===== config.mk =====
export PLATFORM = sky130hd
export DESIGN_NAME = fxp_ts_counter
export DESIGN_NICKNAME = d
export VERILOG_FILES = /design/src/rtl/fxp_ts_pkg.sv /design/src/rtl/fxp_ts_rate_sel.sv /design/src/rtl/fxp_ts_seg_adder.sv /design/src/rtl/fxp_ts_half_merge.sv /design/src/rtl/fxp_ts_counter.sv
export SDC_FILE = /design/constraint.sdc
export NUM_CORES = 1
export LEC_CHECK = 0
export BUFFER_PORTS_ARGS = -buffer_cell sky130_fd_sc_hd__clkbuf_2
export CORE_ASPECT_RATIO = 1.1
export CORE_UTILIZATION = 30
export CTS_CLUSTER_DIAMETER = 30
export DETAILED_ROUTE_END_ITERATION = 16
export MAX_ROUTING_LAYER = met4
export SETUP_SLACK_MARGIN = 0.05
export SLEW_MARGIN = 25
export SYNTH_ARGS = -nofsm -noshare
export SYNTH_HDL_FRONTEND = slang
export SYNTH_HIERARCHICAL = 1
export SYNTH_SLANG_ARGS = --single-unit

===== constraint.sdc =====
create_clock -name clk -period 12 [get_ports clk]
set_clock_uncertainty 0.2 [all_clocks]
set_input_delay 0.6 -clock clk [delete_from_list [all_inputs] [get_ports clk]]
set_output_delay 0.6 -clock clk [all_outputs]
set_load 0.005 [all_outputs]

===== src/rtl/fxp_ts_pkg.sv =====
// Package: shared widths and constants for the fixed-point timestamp counter.
// Assumes the accumulator is the integer width plus the fraction width.
package fxp_ts_pkg;
    localparam int INT_W   = 64;
    localparam int FRAC_W  = 24;
    localparam int ACC_W   = INT_W + FRAC_W;
    localparam int RATE_W  = 32;
    localparam int HALF_W  = 32;
    localparam int NHALF   = INT_W / HALF_W;
    localparam int SEG_W   = 22;
    localparam logic [RATE_W-1:0] UNITY_RATE = RATE_W'(1) << FRAC_W;

    typedef logic [INT_W-1:0] count_t;
    typedef logic [ACC_W-1:0] acc_t;
    typedef logic [RATE_W-1:0] rate_t;
endpackage


===== src/rtl/fxp_ts_rate_sel.sv =====
// Module: holds the programmable rate register and selects the per-tick increment.
// Assumes the loaded rate is used from the edge after the load (the register
// output is sampled by the adder before the load lands).
module fxp_ts_rate_sel #(
    parameter int RATE_W = fxp_ts_pkg::RATE_W,
    parameter logic [RATE_W-1:0] UNITY = fxp_ts_pkg::UNITY_RATE
) (
    input  logic              clk,
    input  logic              rst_n,
    input  logic              ld,
    input  logic [RATE_W-1:0] ld_val,
    input  logic              scale_en,
    output logic [RATE_W-1:0] inc
);
    logic [RATE_W-1:0] rate_q;

    // Rate register: reset to unity, load on strobe.
    always_ff @(posedge clk) begin
        if (!rst_n) begin
            rate_q <= UNITY;
        end else if (ld) begin
            rate_q <= ld_val;
        end
    end

    // Increment select: programmed rate or one integer unit.
    always_comb begin
        inc = scale_en ? rate_q : UNITY;
    end
endmodule


===== src/rtl/fxp_ts_seg_adder.sv =====
// Module: wide modular adder built from equal segments with a rippled carry.
// Assumes W is a multiple of SEG_W; the carry out of the top segment is dropped,
// which gives wrap-around at 2^W.
module fxp_ts_seg_adder #(
    parameter int W     = fxp_ts_pkg::ACC_W,
    parameter int SEG_W = fxp_ts_pkg::SEG_W
) (
    input  logic [W-1:0] a,
    input  logic [W-1:0] b,
    output logic [W-1:0] sum
);
    localparam int NSEG = W / SEG_W;

    logic [NSEG-1:0] carry;

    assign carry[0] = 1'b0;

    for (genvar g = 0; g < NSEG; g++) begin : g_seg
        if (g < NSEG - 1) begin : g_mid
            logic [SEG_W:0] part;
            // Segment add with carry out to the next segment.
            always_comb begin
                part = {1'b0, a[g*SEG_W +: SEG_W]} + {1'b0, b[g*SEG_W +: SEG_W]}
                     + {{SEG_W{1'b0}}, carry[g]};
            end
            assign sum[g*SEG_W +: SEG_W] = part[SEG_W-1:0];
            assign carry[g+1]            = part[SEG_W];
        end else begin : g_top
            // Top segment: carry out discarded for modular wrap.
            always_comb begin
                sum[g*SEG_W +: SEG_W] = a[g*SEG_W +: SEG_W] + b[g*SEG_W +: SEG_W]
                                      + {{(SEG_W-1){1'b0}}, carry[g]};
            end
        end
    end
endmodule


===== src/rtl/fxp_ts_half_merge.sv =====
// Module: merges per-half write data into the current integer count.
// Assumes half index 0 is the least significant half.
module fxp_ts_half_merge #(
    parameter int HALF_W = fxp_ts_pkg::HALF_W,
    parameter int NHALF  = fxp_ts_pkg::NHALF
) (
    input  logic [NHALF*HALF_W-1:0]         cur,
    input  logic [NHALF-1:0]                wr,
    input  logic [NHALF-1:0][HALF_W-1:0]    wr_val,
    output logic [NHALF*HALF_W-1:0]         merged,
    output logic                            any_wr
);
    for (genvar h = 0; h < NHALF; h++) begin : g_half
        // Per-half select: new data when strobed, else current value.
        always_comb begin
            merged[h*HALF_W +: HALF_W] = wr[h] ? wr_val[h] : cur[h*HALF_W +: HALF_W];
        end
    end

    // Any-write flag for the priority mux and the change pulse.
    always_comb begin
        any_wr = |wr;
    end
endmodule


===== src/rtl/fxp_ts_counter.sv =====
// Module: top of the scaled fixed-point timestamp counter.
// Keeps an accumulator of integer plus fraction bits, adds the selected
// increment each running cycle, lets either integer half be overwritten
// (clearing the fraction, priority over the tick) and pulses count_chg
// in the cycle the written value appears. Assumes a single clock domain.
module fxp_ts_counter
    import fxp_ts_pkg::*;
(
    input  logic        clk,
    input  logic        rst_n,
    input  logic        run_en,
    input  logic        scale_en,
    input  logic        scale_ld,
    input  logic [31:0] scale_ld_val,
    input  logic        wr_lo,
    input  logic [31:0] wr_lo_val,
    input  logic        wr_hi,
    input  logic [31:0] wr_hi_val,
    output logic [63:0] count_q,
    output logic        count_chg
);
    acc_t                          acc_q;
    acc_t                          acc_sum;
    acc_t                          acc_nxt;
    rate_t                         inc;
    count_t                        merged;
    logic                          any_wr;
    logic [NHALF-1:0]              wr_vec;
    logic [NHALF-1:0][HALF_W-1:0]  wr_data;

    // Pack the two half-write ports into indexed arrays.
    always_comb begin
        wr_vec     = {wr_hi, wr_lo};
        wr_data[0] = wr_lo_val;
        wr_data[1] = wr_hi_val;
    end

    fxp_ts_rate_sel #(
        .RATE_W (RATE_W),
        .UNITY  (UNITY_RATE)
    ) rate_i (
        .clk      (clk),
        .rst_n    (rst_n),
        .ld       (scale_ld),
        .ld_val   (scale_ld_val),
        .scale_en (scale_en),
        .inc      (inc)
    );

    fxp_ts_seg_adder #(
        .W     (ACC_W),
        .SEG_W (SEG_W)
    ) add_i (
        .a   (acc_q),
        .b   ({{(ACC_W-RATE_W){1'b0}}, inc}),
        .sum (acc_sum)
    );

    fxp_ts_half_merge #(
        .HALF_W (HALF_W),
        .NHALF  (NHALF)
    ) merge_i (
        .cur    (acc_q[ACC_W-1:FRAC_W]),
        .wr     (wr_vec),
        .wr_val (wr_data),
        .merged (merged),
        .any_wr (any_wr)
    );

    // Next accumulator: write beats tick, tick beats hold.
    always_comb begin
        if (any_wr) begin
            acc_nxt = {merged, {FRAC_W{1'b0}}};
        end else if (run_en) begin
            acc_nxt = acc_sum;
        end else begin
            acc_nxt = acc_q;
        end
    end

    // Accumulator and change-pulse registers.
    always_ff @(posedge clk) begin
        if (!rst_n) begin
            acc_q     <= '0;
            count_chg <= 1'b0;
        end else begin
            acc_q     <= acc_nxt;
            count_chg <= any_wr;
        end
    end

    assign count_q = acc_q[ACC_W-1:FRAC_W];
endmodule


# Word-level counts from Yosys, hierarchy flattened
# Index checks and enable logic that the tools add are counted.
# op_classes
addsub	5
n_eq_ne	2
mux	5
n_bitwise	1
reduce_logical	5
# op_table
cell	n
2-to-1 mux 88 bit	2
2-to-1 mux 32 bit	3
adder 22 x 1 -> 23 bit	1
adder 22 x 10 -> 23 bit	1
adder 22 x 22 -> 23 bit	1
adder 23 x 1 -> 23 bit	1
adder 22 x 1 -> 22 bit	1
inequality test 2 bit (second input constant)	2
AND reduction 2 bit	2
OR reduction 3 bit	1
nonzero test 2 bit	1
OR reduction 2 bit	1
NOT 1 bit	1
# totals
regBits	121
input_bits	103
output_inout_bits	65
elab_cells	23

# Longest topological paths before layout
# logic_depth
word_depth	7
depth_mapped	37
mapped_depth_nobuf	36

# Hierarchy
# Netlist, hierarchy kept.
# modules_own_cells
mod	n_inst	cells_per_inst	area_per_inst_um2	seq_area_each_um2
fxp_ts_counter	1	430	4892.2	1781.7
fxp_ts_seg_adder	1	664	4738.3	0.0
fxp_ts_rate_sel	1	138	1452.6	640.6
fxp_ts_half_merge	1	73	1087.3	0.0

# Worst setup path after synthesis
# Ideal clock, no wire load.
# synth_path
path_kind	input port to flip-flop
start	in scale_en
end	reg acc_q[80]
setup_ps	116
arrival_ps	8456
t_required_ps	11684
setup_slack_ps	3227
stages	37
path_buffers	1
cell_sequence	clkbuf_1 -> and2_1 -> ha_1 -> fa_1 -> a21o_1 -> a211oi_1 -> o21ba_2 -> o41ai_2 -> o31a_1 -> a41oi_1 -> fa_1 -> fa_1 -> nand2b_1 -> a21oi_1 -> o2111ai_2 -> a2111oi_2 -> or4_1 -> a31oi_1 -> fa_1 -> fa_1 -> nand2b_1 -> a21oi_1 -> o2111ai_2 -> a21boi_1 -> a2111oi_0 -> o21bai_1 -> fa_1 -> inv_1 -> fa_1 -> nor2b_1 -> o31a_1 -> a2111oi_2 -> or2_1 -> o21ai_0 -> xor2_1 -> mux2_4 -> o211a_1
# synth_via
elab_chain_cells	7
elab_cells_between_ends	8
classes_between	5 x add/sub; 3 x mux
# synth_rtl
element	line_no	rtl
start, declared	fxp_ts_counter.sv:12	input logic scale_en,
2-to-1 mux 32 bit	fxp_ts_rate_sel.sv:28	inc = scale_en ? rate_q : UNITY;
named net inc[0]	fxp_ts_counter.sv:25	rate_t inc;
adder 22 x 22 -> 23 bit	fxp_ts_seg_adder.sv:23	part = {1'b0, a[g*SEG_W +: SEG_W]} + {1'b0, b[g*SEG_W +: SEG_W]}
adder 23 x 1 -> 23 bit	fxp_ts_seg_adder.sv:24	+ {{SEG_W{1'b0}}, carry[g]};
adder 22 x 1 -> 23 bit	fxp_ts_seg_adder.sv:24	
adder 22 x 1 -> 22 bit	fxp_ts_seg_adder.sv:32	+ {{(SEG_W-1){1'b0}}, carry[g]};
named net acc_sum[80]	fxp_ts_counter.sv:23	acc_t acc_sum;
2-to-1 mux 88 bit	fxp_ts_counter.sv:74	end else if (run_en) begin
2-to-1 mux 88 bit	fxp_ts_counter.sv:72	if (any_wr) begin
end signal, assigned	fxp_ts_counter.sv:87	acc_q <= acc_nxt;
end, declared	fxp_ts_counter.sv:22	acc_t acc_q;
# The timed path passes the listed nets, and every way through them passes these cells. The select of a mux whose other input is x is not followed.
# A chain may end at the register's enable or synchronous reset.

# Final worst setup path
# layout_path
start	in scale_en
end	reg acc_q[84]
# Same word-level chain as after synthesis.

==> flow_summary.yaml <==
synth:
  synthArstFlopShare: 0
  yosys.cell_types.count: 73
  synth_top_area_share: 0.199
  postSynthAreaPerCell_um2: 9.33
  synth_area_leaders: "dfxtp_1, mux2_4, ha_1"
  synth_flop_cell: "dfxtp_1"
  synth_area_mm2: 0.0122
  yosysTopAreaCell: "dfxtp_1"
  yosysSeqAreaShare: 0.199
  yosys_register_bits: 121
  synth_edf_count: 0
  ys.warnings.count: 6
  synthCells: 1305
worst_setup_path:
  end_kind: "flop"
  cp-startpoint: "scale_en"
  crit_fanout: 32
  max_stage_delay_ps: 540
  r2r_start: "rate_i/rate_q[0]"
  worstPathRequired_ps: 12120
  crit_path_frequent_cell: "fa_1"
  critPathArrivalTime_ps: 10010
  cp_slowest_cell: "a2111oi_2"
  worstSetupPathType: "in -> reg"
  crit_path_start_kind: "input port"
floorplan:
  io_pins: 168
  fp.dieArea_mm2: 0.0414
  rows: 77
  initial_core_util: 0.304
  die_x_um: 194
  die_h_um: 213
  coreArea_mm2: 0.0401
timing:
  hold_viol_final: 0
  tightest_slew_ps: 954
  grt_setup_unrepaired: "no"
  setup_tns_ps: 0
  maxSlewHeadroom: 0.364
  setup_viol: 0
  clock.fmax_ghz: 0.101
  hold_ws_ps: 189
  post-route-period-util: 0.824
  fin_crit_ps: 9890
  finalMaxSlewViolations: 0
routing:
  drtPass1Iterations: 5
  avgRoutedWirePerCell_um: 14.9
  vias: 9605
  ant_nets: 0
  drc_errors: 0
  vias_per_cell: 4.93
  drtIter0Drc: 372
  routed_wl_mm: 29.0
layout:
  multi_input_area_mm2: 0.00877
  regArea_mm2: 0.00242
  utilization: 0.335
  fin_nets: 1616
  synthToLayoutAreaGrowth_pct: 10.4
  drive_above_1_share: 0.251
  final_cells: 1949
  fillerInstances: 4157
clock_network:
  numClockSinks: 121
  cts_resized: 0
  cts_htree_levels: 4
  cts_tree: "built"
  worst_skew_pair.late_latency_ps: 430
  cts_root_buf: "clkbuf_16"
  cts_hold_buf: 0
  clockBufferDepth: 2
  clk_pin_slew_ps: 60
  cts_setup_buffers: 0
  cts_made_buffers: 17
power_and_ir_drop:
  ir_drop_uv: 98.6
  leakage_nw: 6.84
  p_sw_frac: 0.324
  seq_power_share: 0.318
  p_sw_mw: 0.467
  pwr-share-clk: 0.357
  pwr-share-comb: 0.324
  internal_power_mw: 0.971
  powerDensity_mw_per_mm2: 107
  power_mw: 1.44
grt:
  overflow: 0
  grt_pass1_wl_mm: 47.0
  grt_max_degree: 80
  grt_pass1_vias: 9316
  grt_use_total: 0.145
  antenna_found_initial: 1
worst_hold_path:
  min_from: "scale_ld_val[24]"
  hp-class: "in -> reg"
job:
  drv_cap: 0
placed_design:
  dp.cells: 1916
  place.gp.congestion: 0.895
  dp_hpwl_mm: 21.8
  io_buffers: 167
status:
  outcome: "complete, no violations"
[synthesized netlist by cell type, drive strengths merged (6+ instances only)]
library cell and number:
a2111oi 9, a211oi 13, a21boi 7, a21o 25
a21oi 63, a221oi 6, a31oi 14, and2 38
and3 6, buf 99, clkbuf 32, dfxtp 121
fa 7, ha 84, inv 36, mux2 129
mux2i 60, nand2 51, nand2b 77, nand3 17
nand4 7, nor2 80, nor2b 42, nor3 16
o211a 65, o211ai 14, o21a 13, o21ai 46
or2 6, xnor2 47, xor2 21
[critical path: cells and delay by family]
| family | cells | cell delay (ps) |
|---|---|---|
| AND/OR/NAND/NOR | 5 | 930 |
| multiplexers | 2 | 490 |
| AO/OA/AOI/OAI | 20 | 4700 |
| buffers and inverters | 2 | 470 |
| adder cells (fa/ha/maj) | 8 | 2830 |
[cells by family (layout without fill, tap and decap cells)]
family,after synthesis,after routing,synth area share
DFF,121,121,0.199
xor gates and xnor gates,68,68,0.0489
other,1,59,0.000308
buffers and inverters,167,240,0.0981
AOI/OAI and AO/OA,314,314,0.196
adders and majority gates,91,91,0.0979
muxes,189,189,0.206
and+or+nand+nor,354,354,0.153
[final timing paths]
kind | endpoint | slack, ps | cells past startpoint
setup / recovery | acc_q[84] | 2110 | 37
hold / removal | rate_i/rate_q[24] | 190 | 3
setup reg to reg | acc_q[84] | 2450 | 36
hold reg to reg | rate_i/rate_q[24] | 270 | 2
[placed cells by master (no fill, tap or decap), types with 16 or more instances in the layout]
| master | instances |
|---|---|
| clkbuf_2 | 164 |
| mux2_4 | 122 |
| dfxtp_1 | 121 |
| ha_1 | 84 |
| nor2_1 | 80 |
| nand2b_1 | 76 |
| o211a_1 | 65 |
| a21oi_1 | 63 |
| mux2i_1 | 60 |
| conb_1 | 58 |
| nand2_1 | 51 |
| xnor2_1 | 47 |
| o21ai_0 | 43 |
| nor2b_1 | 42 |
| and2_1 | 37 |
| inv_1 | 36 |
| a21o_1 | 25 |
| xor2_1 | 21 |
| nand3_1 | 17 |
| clkbuf_16 | 17 |
| nor3_1 | 16 |
[per-stage QoR]
stage / worst slack [ps] / cell area, um^2
4_1_cts: 2110 / 13400
2_1_floorplan: 3230 / 12400
3_5_place_dp: 1670 / 12900
6_report: 2110 / 13400
3_3_place_gp: 1820 / 12800
5_1_grt: 1400 / 13400
[layer usage]
layer / up-vias / part of all wire / track usage
met4: 0 / 0.016 / 0.0452
met1: 4522 / 0.47 / 0.179
met3: 31 / 0.047 / 0.0317
met2: 214 / 0.47 / 0.236
met5: - / 0 / -
li1: 4838 / - / -
[state kept, by name (all words and copies together), names as in the netlist]
register       flops
count_chg          1
acc_q             88
rate_i/rate_q     32
[layout make-up]
| class | count | area share |
|---|---|---|
| antenna | 1 | 0.000186 |
| multi-input combinational | 1074 | 0.653 |
| tap | 513 | 0.0478 |
| sequential | 121 | 0.180 |
| clock inverter | 14 | 0.0102 |
| inverter | 36 | 0.0101 |
| clock buffer | 18 | 0.0327 |
| timing repair buffer | 172 | 0.0654 |
[power by group through the flow]
stage                     Combinational (mW)  Clock, mW  Sequential, mW
after global placement                 0.452          0           0.466
after floorplan                        0.403          0           0.455
after global routing                   0.516      0.550           0.462
final                                  0.466      0.514           0.458
after detailed placement               0.459          0           0.467
after CTS                              0.461      0.538           0.458
Power figures use the tool's default switching activity.
